`src/rtl/irqc_pkg.sv`:
```
package irqc_pkg;

    localparam int NUM_SRC  = 11;
    localparam int IDX_W    = 4;
    localparam int VEC_W    = IDX_W + 2;
    localparam int NUM_PROG = 3;
    localparam int NUM_LVL  = 2;
    localparam int NUM_PIN  = NUM_PROG + NUM_LVL + 1;

    // pin vector layout: programmable pins, then level pins, then the edge pin
    localparam int PIN_LVL0 = NUM_PROG;
    localparam int PIN_LVL1 = NUM_PROG + 1;
    localparam int PIN_EDGE = NUM_PROG + NUM_LVL;

    // slot = source index - 1; the order fixes the priority
    localparam int SLOT_PD   = 0;
    localparam int SLOT_STX  = 4;
    localparam int SLOT_SRX  = 5;
    localparam int SLOT_DMA  = 7;
    localparam int SLOT_TMR  = 10;

    typedef enum logic [1:0] {
        SRC_INTERNAL,
        SRC_PROG,
        SRC_LEVEL,
        SRC_EDGE
    } src_kind_e;

    typedef struct packed {
        logic [NUM_SRC-1:0]  mask;
        logic [NUM_PROG-1:0] edge_sel;
        logic                gie;
    } irqc_cfg_t;

    typedef struct packed {
        logic             valid;
        logic [IDX_W-1:0] idx;
        logic [VEC_W-1:0] vec;
    } irqc_grant_t;

    function automatic src_kind_e src_kind(int slot);
        case (slot)
            1, 8, 9: return SRC_PROG;
            2, 3:    return SRC_LEVEL;
            6:       return SRC_EDGE;
            default: return SRC_INTERNAL;
        endcase
    endfunction

    function automatic int src_pin(int slot);
        case (slot)
            1:       return 0;
            8:       return 1;
            9:       return 2;
            2:       return PIN_LVL1;
            3:       return PIN_LVL0;
            6:       return PIN_EDGE;
            default: return 0;
        endcase
    endfunction

    function automatic logic [VEC_W-1:0] vec_of(logic [IDX_W-1:0] idx);
        return {idx, 2'b00};
    endfunction

    // slots whose index is smaller (higher priority) than idx
    function automatic logic [NUM_SRC-1:0] above_of(logic [IDX_W-1:0] idx);
        logic [NUM_SRC-1:0] m;
        m = '0;
        for (int s = 0; s < NUM_SRC; s++)
            if (IDX_W'(s + 1) < idx) m[s] = 1'b1;
        return m;
    endfunction

endpackage

```
`src/rtl/irqc_pin_sync.sv`:
```
module irqc_pin_sync
    import irqc_pkg::*;
#(
    parameter int N = NUM_PIN
) (
    input  logic         clk,
    input  logic         rst,
    input  logic [N-1:0] pin_n,
    output logic [N-1:0] active,
    output logic [N-1:0] fall
);

    logic [N-1:0] meta_q;
    logic [N-1:0] sync_q;
    logic [N-1:0] prev_q;

    always_ff @(posedge clk) begin
        if (rst) begin
            meta_q <= '1;
            sync_q <= '1;
            prev_q <= '1;
        end else begin
            meta_q <= pin_n;
            sync_q <= meta_q;
            prev_q <= sync_q;
        end
    end

    assign active = ~sync_q;
    assign fall   = prev_q & ~sync_q;

    AST_FALL_SINGLE: assert property (@(posedge clk) disable iff (rst)
        ((fall & $past(fall)) == '0));

endmodule

```
`src/rtl/irqc_pend.sv`:
```
module irqc_pend
    import irqc_pkg::*;
#(
    parameter int N = NUM_SRC
) (
    input  logic         clk,
    input  logic         rst,
    input  logic [N-1:0] set,
    input  logic [N-1:0] clr,
    output logic [N-1:0] q
);

    always_ff @(posedge clk) begin
        if (rst) q <= '0;
        else     q <= set | (q & ~clr);
    end

    AST_SET_LATCHES: assert property (@(posedge clk) disable iff (rst)
        (($past(set) & ~q) == '0));

    AST_ACK_CLEARS: assert property (@(posedge clk) disable iff (rst)
        ((q & $past(clr & ~set)) == '0));

endmodule

```
`src/rtl/irqc_prio.sv`:
```
module irqc_prio
    import irqc_pkg::*;
#(
    parameter int N = NUM_SRC
) (
    input  logic [N-1:0] req,
    output irqc_grant_t  grant
);

    always_comb begin
        grant = '0;
        for (int s = N - 1; s >= 0; s--) begin
            if (req[s]) begin
                grant.valid = 1'b1;
                grant.idx   = IDX_W'(s + 1);
            end
        end
        grant.vec = vec_of(grant.idx);
    end

endmodule

```
`src/rtl/irq_prio_ctrl.sv`:
```
module irq_prio_ctrl
    import irqc_pkg::*;
(
    input  logic                clk,
    input  logic                rst,
    input  logic [NUM_PROG-1:0] xpin_n,
    input  logic [NUM_LVL-1:0]  lpin_n,
    input  logic                epin_n,
    input  logic                pd_evt,
    input  logic                stx_evt,
    input  logic                srx_evt,
    input  logic                dma_evt,
    input  logic                tmr_evt,
    input  logic [NUM_SRC-1:0]  sw_force,
    input  logic                cfg_we,
    input  logic [NUM_SRC-1:0]  cfg_mask,
    input  logic [NUM_PROG-1:0] cfg_edge,
    input  logic                cfg_gie,
    input  logic                ack,
    input  logic [IDX_W-1:0]    ack_idx,
    output logic                irq,
    output logic [IDX_W-1:0]    irq_idx,
    output logic [VEC_W-1:0]    irq_vec
);

    irqc_cfg_t          cfg_q;
    logic [NUM_PIN-1:0] pins_n;
    logic [NUM_PIN-1:0] pin_act;
    logic [NUM_PIN-1:0] pin_fall;
    logic [NUM_SRC-1:0] int_evt;
    logic [NUM_SRC-1:0] set_hw;
    logic [NUM_SRC-1:0] lvl_req;
    logic [NUM_SRC-1:0] clr;
    logic [NUM_SRC-1:0] latched;
    logic [NUM_SRC-1:0] enable;
    logic [NUM_SRC-1:0] eligible;
    irqc_grant_t        grant;

    always_ff @(posedge clk) begin
        if (rst) begin
            cfg_q <= '0;
        end else if (cfg_we) begin
            cfg_q.mask     <= cfg_mask;
            cfg_q.edge_sel <= cfg_edge;
            cfg_q.gie      <= cfg_gie;
        end
    end

    assign pins_n = {epin_n, lpin_n, xpin_n};

    irqc_pin_sync #(.N(NUM_PIN)) u_sync (
        .clk    (clk),
        .rst    (rst),
        .pin_n  (pins_n),
        .active (pin_act),
        .fall   (pin_fall)
    );

    always_comb begin
        int_evt           = '0;
        int_evt[SLOT_PD]  = pd_evt;
        int_evt[SLOT_STX] = stx_evt;
        int_evt[SLOT_SRX] = srx_evt;
        int_evt[SLOT_DMA] = dma_evt;
        int_evt[SLOT_TMR] = tmr_evt;
    end

    // per-source request path chosen by the source kind
    always_comb begin
        for (int s = 0; s < NUM_SRC; s++) begin
            set_hw[s]  = 1'b0;
            lvl_req[s] = 1'b0;
            case (src_kind(s))
                SRC_PROG: begin
                    set_hw[s]  = pin_fall[src_pin(s)] & cfg_q.edge_sel[src_pin(s)];
                    lvl_req[s] = pin_act[src_pin(s)] & ~cfg_q.edge_sel[src_pin(s)];
                end
                SRC_LEVEL: lvl_req[s] = pin_act[src_pin(s)];
                SRC_EDGE:  set_hw[s]  = pin_fall[src_pin(s)];
                default:   set_hw[s]  = int_evt[s];
            endcase
            clr[s] = ack && (ack_idx == IDX_W'(s + 1));
        end
    end

    irqc_pend #(.N(NUM_SRC)) u_pend (
        .clk (clk),
        .rst (rst),
        .set (set_hw | sw_force),
        .clr (clr),
        .q   (latched)
    );

    always_comb begin
        enable          = cfg_q.mask & {NUM_SRC{cfg_q.gie}};
        enable[SLOT_PD] = 1'b1;
        eligible        = (latched | lvl_req) & enable;
    end

    irqc_prio #(.N(NUM_SRC)) u_prio (
        .req   (eligible),
        .grant (grant)
    );

    assign irq     = grant.valid;
    assign irq_idx = grant.idx;
    assign irq_vec = grant.vec;

    AST_RST_QUIET: assert property (@(posedge clk) disable iff (rst)
        $past(rst) |-> !irq);

    AST_IDLE_ZERO: assert property (@(posedge clk) disable iff (rst)
        !irq |-> (irq_idx == '0 && irq_vec == '0));

    AST_HIGHEST_WINS: assert property (@(posedge clk) disable iff (rst)
        irq |-> ((eligible & above_of(irq_idx)) == '0
                 && eligible[irq_idx - 1'b1]));

    AST_PD_UNMASKED: assert property (@(posedge clk) disable iff (rst)
        latched[SLOT_PD] |-> (irq && irq_idx == IDX_W'(SLOT_PD + 1)));

    AST_GIE_BLOCKS: assert property (@(posedge clk) disable iff (rst)
        (!cfg_q.gie && !latched[SLOT_PD]) |-> !irq);

endmodule

```
`config.mk`:
```
export PLATFORM = sky130hd
export DESIGN_NAME = irq_prio_ctrl
export DESIGN_NICKNAME = d
export VERILOG_FILES = /design/src/rtl/irqc_pkg.sv /design/src/rtl/irqc_pin_sync.sv /design/src/rtl/irqc_pend.sv /design/src/rtl/irqc_prio.sv /design/src/rtl/irq_prio_ctrl.sv
export SDC_FILE = /design/constraint.sdc
export NUM_CORES = 1
export LEC_CHECK = 0
export BUFFER_PORTS_ARGS = -buffer_cell sky130_fd_sc_hd__buf_2
export CORE_MARGIN = 2
export CORE_UTILIZATION = 45
export CTS_CLUSTER_SIZE = 20
export DETAILED_ROUTE_END_ITERATION = 6
export PLACE_DENSITY_LB_ADDON = 0.2
export SLEW_MARGIN = 25
export SYNTH_ARGS = -nofsm -noshare
export SYNTH_HDL_FRONTEND = slang
export SYNTH_SLANG_ARGS = --single-unit
export TNS_END_PERCENT = 30
```
`constraint.sdc`:
```
create_clock -name clk -period 2.4 [get_ports clk]
set_input_delay 0.24 -clock clk [delete_from_list [all_inputs] [get_ports clk]]
set_output_delay 0.24 -clock clk [all_outputs]
set_load 0.05 [all_outputs]
```
# Yosys cells after proc, flatten, opt, wreduce, memory -nomap -nowiden
# Cells that the tools add are included.
# Widths: inputs -> output; s select.
word_totals:
  output_inout_bits: 11
  wordCells: 58
  register_bits: 44
  inputBits: 45
op_classes:
  bitwise_logic: 18
  n_mux: 11
  eq_ne: 11
  reduce_logical: 11
op_table:
  columns: ["cell", "n"]
  rows:
  - ["$mux 5", 11]
  - ["$and 11x11->11", 3]
  - ["$or 11x11->11", 2]
  - ["$eq 4x3->1 const B", 4]
  - ["$eq 4x4->1 const B", 4]
  - ["$logic_and 1x1->1", 11]
  - ["$not 11->11", 1]
  - ["$or 11x10->11", 1]
  - ["$eq 4x2->1 const B", 2]
  - ["$and 1x1->1", 6]
  - ["$and 6x6->6", 1]
  - ["$not 6->6", 1]
  - ["$eq 4x1->1 const B", 1]
  - ["$not 1->1", 3]

# Longest topological paths before layout
# Gate-level depths: netlist (run 1).
logic_depth:
  word_depth: 15
  mapped_depth: 5

# Modules after synthesis
# Synthesis (run 1) repeated with hierarchy kept, for this count alone.
unflattened:
  hier_cells: 207
  hier_area_um2: 1901.8
modules_own_cells:
  columns: ["mod", "n_inst", "area_each_um2", "cells_each"]
  rows:
  - ["irq_prio_ctrl", 1, 750.7, 85]
  - ["irqc_pin_sync", 1, 544.3, 49]
  - ["irqc_pend", 1, 434.2, 45]
  - ["irqc_prio", 1, 172.7, 28]

# Worst setup path after synthesis (run 1)
# Ideal clock, no wire load.
synth_timing:
  kind: "register to output"
  from: "register cfg_q[0] (netlist bit)"
  to: "output irq_vec[2]"
  n_path_buf: 2
  t_arrival_ns: 2.342
  path_stages_with_launch: 6
  setup_slack_ns: -0.182
  cell_sequence: "dfxtp_1 > buf_4 > o211a_1 > a221oi_1 > o31ai_1 > buf_4"
synth_via:
  elab_chain_len: 13
synth_lines:
  columns: ["element", "line", "rtl"]
  rows:
  - ["start: declaration", "irq_prio_ctrl.sv:26", "irqc_cfg_t cfg_q;"]
  - ["$and 11x11->11 (*)", "irq_prio_ctrl.sv:95", "enable = cfg_q.mask & {NUM_SRC{cfg_q.gie}};"]
  - ["$and 11x11->11 (*)", "irq_prio_ctrl.sv:97", "eligible = (latched | lvl_req) & enable;"]
  - ["$mux 5 (9 in series)", "irqc_prio.sv:13", "if (req[s]) begin"]
  - ["$mux 5 (*) (2 in series)", "irqc_prio.sv:13", null]
  - ["end: declaration", "irq_prio_ctrl.sv:23", "output logic [VEC_W-1:0] irq_vec"]
# Mark *: on every way between the ends. The rest lies on a longest branch, timed or not.

# Worst setup path in the final report (run 1)
layout_timing:
  from: "register cfg_q[0] (netlist bit)"
  to: "output irq_vec[3]"
# Same word-level chain as after synthesis.

==> impl_metrics.yaml, run 1 <==
cells_and_area:
  num_antenna_cells: 0
  area_growth_pct: 22.0
  final_cell_area_mm2: 0.00206
  n_fill_cell: 376
  drive_above_1_share_pct: 33.0
  finalNonFillerCells: 278
  nNetsFinal: 274
grt:
  grt-ovfl-total: 0
  grt_pass1_vias: 1272
  grt_pass1_wl_mm: 5.26
  antenna_found_initial: 0
  globalRouteTotalUtil_pct: 16.3
  grt_max_degree: 42
clock_tree:
  cts_resized: 0
  htreeDepth: 2
  clk_path_buf_depth: 2
  clkTransAtPathRegs_ns: 0.08
  tritoncts: "built"
  cts_buffers: 5
  clock-sinks: 41
  post_cts_buffers: 0
  cts-root-buf: "clkbuf_8"
  clk_latency_ns: 0.29
  cts_hold_buf: 0
setup_path:
  crit_fanout: 12
  rrSetupSlack_ns: 1.57
  r2r_start: "cfg_q[0]$_SDFFE_PP0P_"
  worstSetupPathType: "reg -> out"
  worstPathArrival_ns: 1.99
  reg2reg_depth: 2
  worstReg2RegEnd: "cfg_q[0]$_SDFFE_PP0P_"
  start_kind: "register"
  cp.required_ns: 2.16
  worst_setup_path_end_kind: "output port"
synthesis:
  synth.largest_area_cell: "dfxtp_1"
  synth_area_leaders: "dfxtp_1, mux2i_1, nor2_1"
  synth-async-reset-ratio_pct: 0
  ys.flop_type: "dfxtp_1"
  synthAdderAreaFrac_pct: 0
  syn_inst: 182
  synth_xor_area_share_pct: 0
  synth-simple-area-share_pct: 19.9
  yosys-top-cells-count: "dfxtp_1, nor2_1, mux2i_1"
  synth_top_family_by_area: "simple AND/OR/NAND/NOR gates"
  synth_cell_types: 42
  syn_area_mm2: 0.00169
  synth_compound_gate_area_share_pct: 16.4
  yosysMostFrequentCell: "dfxtp_1"
  synth-seq-area-share_pct: 48.6
  synth_edf_count: 0
  yosysTopAreaCellShare_pct: 48.6
  yosys_warnings: 0
  synth_mux_area_share_pct: 8.30
  syn_area_per_cell_um2: 9.28
  ys_ff_latch: 41
detailed_routing:
  firstDrtPassIters: 4
  vias: 1369
  via_per_inst: 4.92
  wl_per_cell_um: 11.4
  routed_wl_mm: 3.17
  postRouteAntennaNets: 0
  drtIter0Drc: 35
  drc: 0
timing:
  min_period_ns: 2.23
  setup_viol: 0
  fmax_ghz: 0.449
  fin_ws_ns: 0.171
  setup_tns_ns: 0
  relSlewSlack_pct: 58.6
  rsz0062_at_grt: "false"
  hold_slack_ns: 0.121
  slew_violations: 0
  period_share_pct: 92.9
  skew_ns: 0.00254
  hold_viol_final: 0
  worst_slew_pin_slew_ns: 0.621
floorplan:
  core-area_mm2: 0.00363
  rows: 22
  initial_core_util_pct: 46.5
  io_pins: 56
  die_w_um: 65.3
  die_area_mm2: 0.00426
  fp.dieH_um: 65.3
power:
  clkPwrFrac_pct: 38.0
  p_leak_uw: 0.000968
  p_int_uw: 1140
  p_sw_uw: 354
  comb_power_share_pct: 12.2
  switching_share_pct: 23.7
  powerDensity_mw_per_mm2: 722
  ir_drop_v: 0.000432
  p_seq_share_pct: 49.8
placed_design:
  io_buffers: 52
  pre_cts_ws_ns: 0.468
  place.gp.congestion: 0.865
  placed_cells: 270
  placed_cell_area_mm2: 0.00194
  hpwl_mm: 2.39
hold_path:
  hold_start: "lpin_n[1]"
  hp-class: "in -> reg"
  min_to: "u_sync.meta_q[4]$_SDFF_PP1_"
  hold_depth: 2
flow_run:
  drv_cap: 0
status:
  status: "complete, no violations"
==> how the worst max path moves through the flow <==
| stage | start | endpoint | slack [ns] |
|---|---|---|---|
| floorplan | cfg_q[0]$_SDFFE_PP0P_ | irq_vec[3] | 0.0008 |
| global placement | cfg_q[0]$_SDFFE_PP0P_ | irq_idx[1] | 0.49 |
| detailed placement | cfg_q[0]$_SDFFE_PP0P_ | irq_vec[3] | 0.47 |
| CTS | cfg_q[0]$_SDFFE_PP0P_ | irq_vec[3] | 0.15 |
| global route | cfg_q[0]$_SDFFE_PP0P_ | irq_idx[1] | 0.03 |
| finish | cfg_q[0]$_SDFFE_PP0P_ | irq_vec[3] | 0.17 |
==> layout by cell type, fill, tap and decap left out, types with 3 or more instances in the layout <==
master    Yosys  final
dfxtp_1      41     41
nand2_1       6      6
nand2b_1      3      3
a21oi_1      13     13
inv_1         7      7
nor2_1       24     24
clkbuf_8      0      6
o21ai_1       5      5
or2_1         6      6
or2_2        10     10
o31ai_1       4      3
buf_2         2     52
mux2i_1      14     14
a31oi_1       4      4
==> through the flow <==
step,power [uW],util [%]
4_1_cts,1510,56.7
6_report,1490,56.7
2_1_floorplan,886,-
3_3_place_gp,939,53.4
3_5_place_dp,942,53.4
5_1_grt,1560,56.7
==> cell families after synthesis <==
kind of cell / after synthesis
simple gates: 62
compound gates: 42
flops: 41
buf+inv: 22
mux: 14
other cells: 1
==> worst max-delay path: stages (launching register included) <==
cell and delay (ns):
dfxtp_1 0.55, inv_2 0.08, o32a_1 0.39, a31o_1 0.22, a31oi_1 0.16, buf_2 0.29
==> flip-flops by register name, indices dropped and copies added, names as in the netlist <==
signal	cells
cfg_q	14
u_pend.q	11
u_sync.sync_q	6
u_sync.prev_q	4
u_sync.meta_q	6
==> routing by layer <==
metal	global-route usage, %	vias up	wire (um)	part of all wire [%]
met2	29.8	27	1640	52
met5	0	-	0	0
met1	17.2	624	1340	42
met4	6.25	0	49	1.5
met3	5.31	5	142	4.5
li1	-	713	-	-
==> cell type report <==
class / count / area [um^2] / share of cell area (%)
Clock buffer: 6 / 82.6 / 4.01
Clock inverter: 2 / 37.5 / 1.82
Inverter: 9 / 33.8 / 1.64
Multi-Input combinational cell: 120 / 766 / 37.2
Sequential cell: 41 / 821 / 39.8
Tap cell: 48 / 60.1 / 2.91
Timing Repair Buffer: 52 / 260 / 12.6
==> power groups by stage <==
stage | combinational [uW] | clock [uW] | sequential [uW]
after detailed placement | 184 | 0 | 758
after global placement | 181 | 0 | 758
final | 182 | 565 | 742
after global routing | 200 | 616 | 747
after CTS | 184 | 580 | 742
after floorplan | 136 | 0 | 750
Power figures use the tool's default switching activity.
==> inputs of run 2 (changes only) <==
Settings changed: CORE_ASPECT_RATIO set to 0.7.
==> run 2 against run 1 <==
Net effect:
- flip-flop and latch count unchanged
- total power down 6.9%
- largest cell class unchanged
- cell count up 0.36%
- die area up 0.19%
- combinational power about the same
- sequential share of layout area up 0.54 points
- non-clock buffer count unchanged
- first-iteration DRC count up 130%
- fmax down 1.2%
- cell area down 1.3%
- clock-buffer cell count unchanged
==> impl_metrics.yaml, run 2 (synthesis results as in run 1) <==
status:
  status: "complete, no violations"
clock_tree:
  clk_latency_ns: 0.30
  htreeDepth: 2
  cts_buffers: 5
  clk_path_buf_depth: 2
  tritoncts: "built"
  cts-root-buf: "clkbuf_8"
  clock-sinks: 41
  clkTransAtPathRegs_ns: 0.07
  post_cts_buffers: 0
  cts_hold_buf: 0
  cts_resized: 0
timing:
  slew_violations: 0
  fin_ws_ns: 0.144
  setup_tns_ns: 0
  skew_ns: 0.000440
  min_period_ns: 2.26
  hold_viol_final: 0
  setup_viol: 0
  worst_slew_pin_slew_ns: 0.645
  fmax_ghz: 0.443
  period_share_pct: 94.0
  relSlewSlack_pct: 57.0
  rsz0062_at_grt: "false"
setup_path:
  critPathTopFamily: "compound AO/OA/AOI/OAI gates"
  worstSetupPathType: "reg -> out"
  reg2reg_depth: 2
  r2r_start: "cfg_q[0]$_SDFFE_PP0P_"
  worstPathArrival_ns: 2.02
  crit_fanout: 12
  cp.required_ns: 2.16
  slowest_delay_ns: 0.55
  cp_cell_sequence: "inv_2 > o32a_1 > a31o_1 > a31oi_1 > buf_2"
  cp_slowest_cell: "dfxtp_1"
  start_kind: "register"
  path_buf_inv: 2
  rrSetupSlack_ns: 1.58
  worstReg2RegEnd: "cfg_q[0]$_SDFFE_PP0P_"
  worst_setup_path_end_kind: "output port"
cells_and_area:
  reg_top3: "cfg_q x14, u_pend.q x11"
  top_register: "cfg_q"
  drive_above_1_share_pct: 32.8
  largest_reg_flops: 14
  finalNonFillerCells: 279
  final_util_pct: 57.1
  num_antenna_cells: 0
  final_cell_mix: "buf_2, dfxtp_1, nor2_1, mux2i_1, a21oi_1"
  area_growth_pct: 20.4
  layout_commonest_cell: "buf_2"
  nNetsFinal: 274
hold_path:
  min_to: "u_sync.meta_q[4]$_SDFF_PP1_"
  hold_depth: 2
  hp-class: "in -> reg"
  hold_start: "lpin_n[1]"
grt:
  grt_max_degree: 42
  antenna_found_initial: 0
  grt_pass1_vias: 1290
  globalRouteTotalUtil_pct: 16.8
  grt_pass1_wl_mm: 5.58
  grt-ovfl-total: 0
detailed_routing:
  postRouteAntennaNets: 0
  vias: 1386
  via_per_inst: 4.97
  drc: 0
  drtIter0Drc: 80
  routed_wl_mm: 3.35
  wl_per_cell_um: 12.0
  firstDrtPassIters: 4
floorplan:
  initial_core_util_pct: 47.5
  core-area_mm2: 0.00356
  rows: 18
  io_pins: 56
  fp.dieH_um: 55.3
  die_area_mm2: 0.00427
  die_w_um: 77.2
power:
  p_leak_uw: 0.000954
  powerDensity_mw_per_mm2: 682
  fin_total_pwr_uw: 1390
  ir_drop_v: 0.000488
placed_design:
  placed_cells: 272
  pre_cts_ws_ns: 0.463
  hpwl_mm: 2.49
  place.gp.congestion: 0.774
  io_buffers: 52
flow_run:
  drv_cap: 0
-- run 2: cell count changes in the layout (fill, tap and decap cells not counted), sizes merged --
cell / before / now
bufinv: 1 / 0
-- run 2: power by group --
group          total [uW]  switching (uW)  internal (uW)
Sequential            743            24.4            719
Combinational         184             105           78.7
Clock                 459             232            227
Total                1390             361           1020
-- run 2: through the flow --
step	hold slack, ns	cell area, um^2
global placement	0.387	1940
global route	0.109	2030
floorplan	0.337	1700
CTS	0.105	2030
detailed placement	0.389	1940
finish	0.114	2030
-- run 2: worst max path at each step --
| stage | start | to | slack [ns] | cells after the start |
|---|---|---|---|---|
| global route | cfg_q[0]$_SDFFE_PP0P_ | irq_idx[1] | 0.03 | 5 |
| floorplan | cfg_q[0]$_SDFFE_PP0P_ | irq_vec[3] | 0.0008 | 5 |
| detailed placement | cfg_q[0]$_SDFFE_PP0P_ | irq_idx[1] | 0.46 | 5 |
| CTS | cfg_q[0]$_SDFFE_PP0P_ | irq_idx[1] | 0.13 | 5 |
| global placement | cfg_q[0]$_SDFFE_PP0P_ | irq_vec[3] | 0.49 | 5 |
| finish | cfg_q[0]$_SDFFE_PP0P_ | irq_idx[1] | 0.14 | 5 |
-- run 2: final cells by class --
type                       count  area (um^2)
multi-input combinational    120          766
clock buffer                   6         82.6
tap                           50         62.6
inverter                       9         33.8
fill                         348         1530
clock inverter                 1         7.51
sequential                    41          821
timing repair buffer          52          260
-- run 2: layer usage --
layer / vias to the layer above / track usage [%] / wire length, um
li1: 715 / - / -
met1: 627 / 21.5 / 1640
met2: 37 / 26.1 / 1460
met3: 7 / 4.90 / 184
met4: 0 / 8.42 / 64
met5: - / 0 / 0
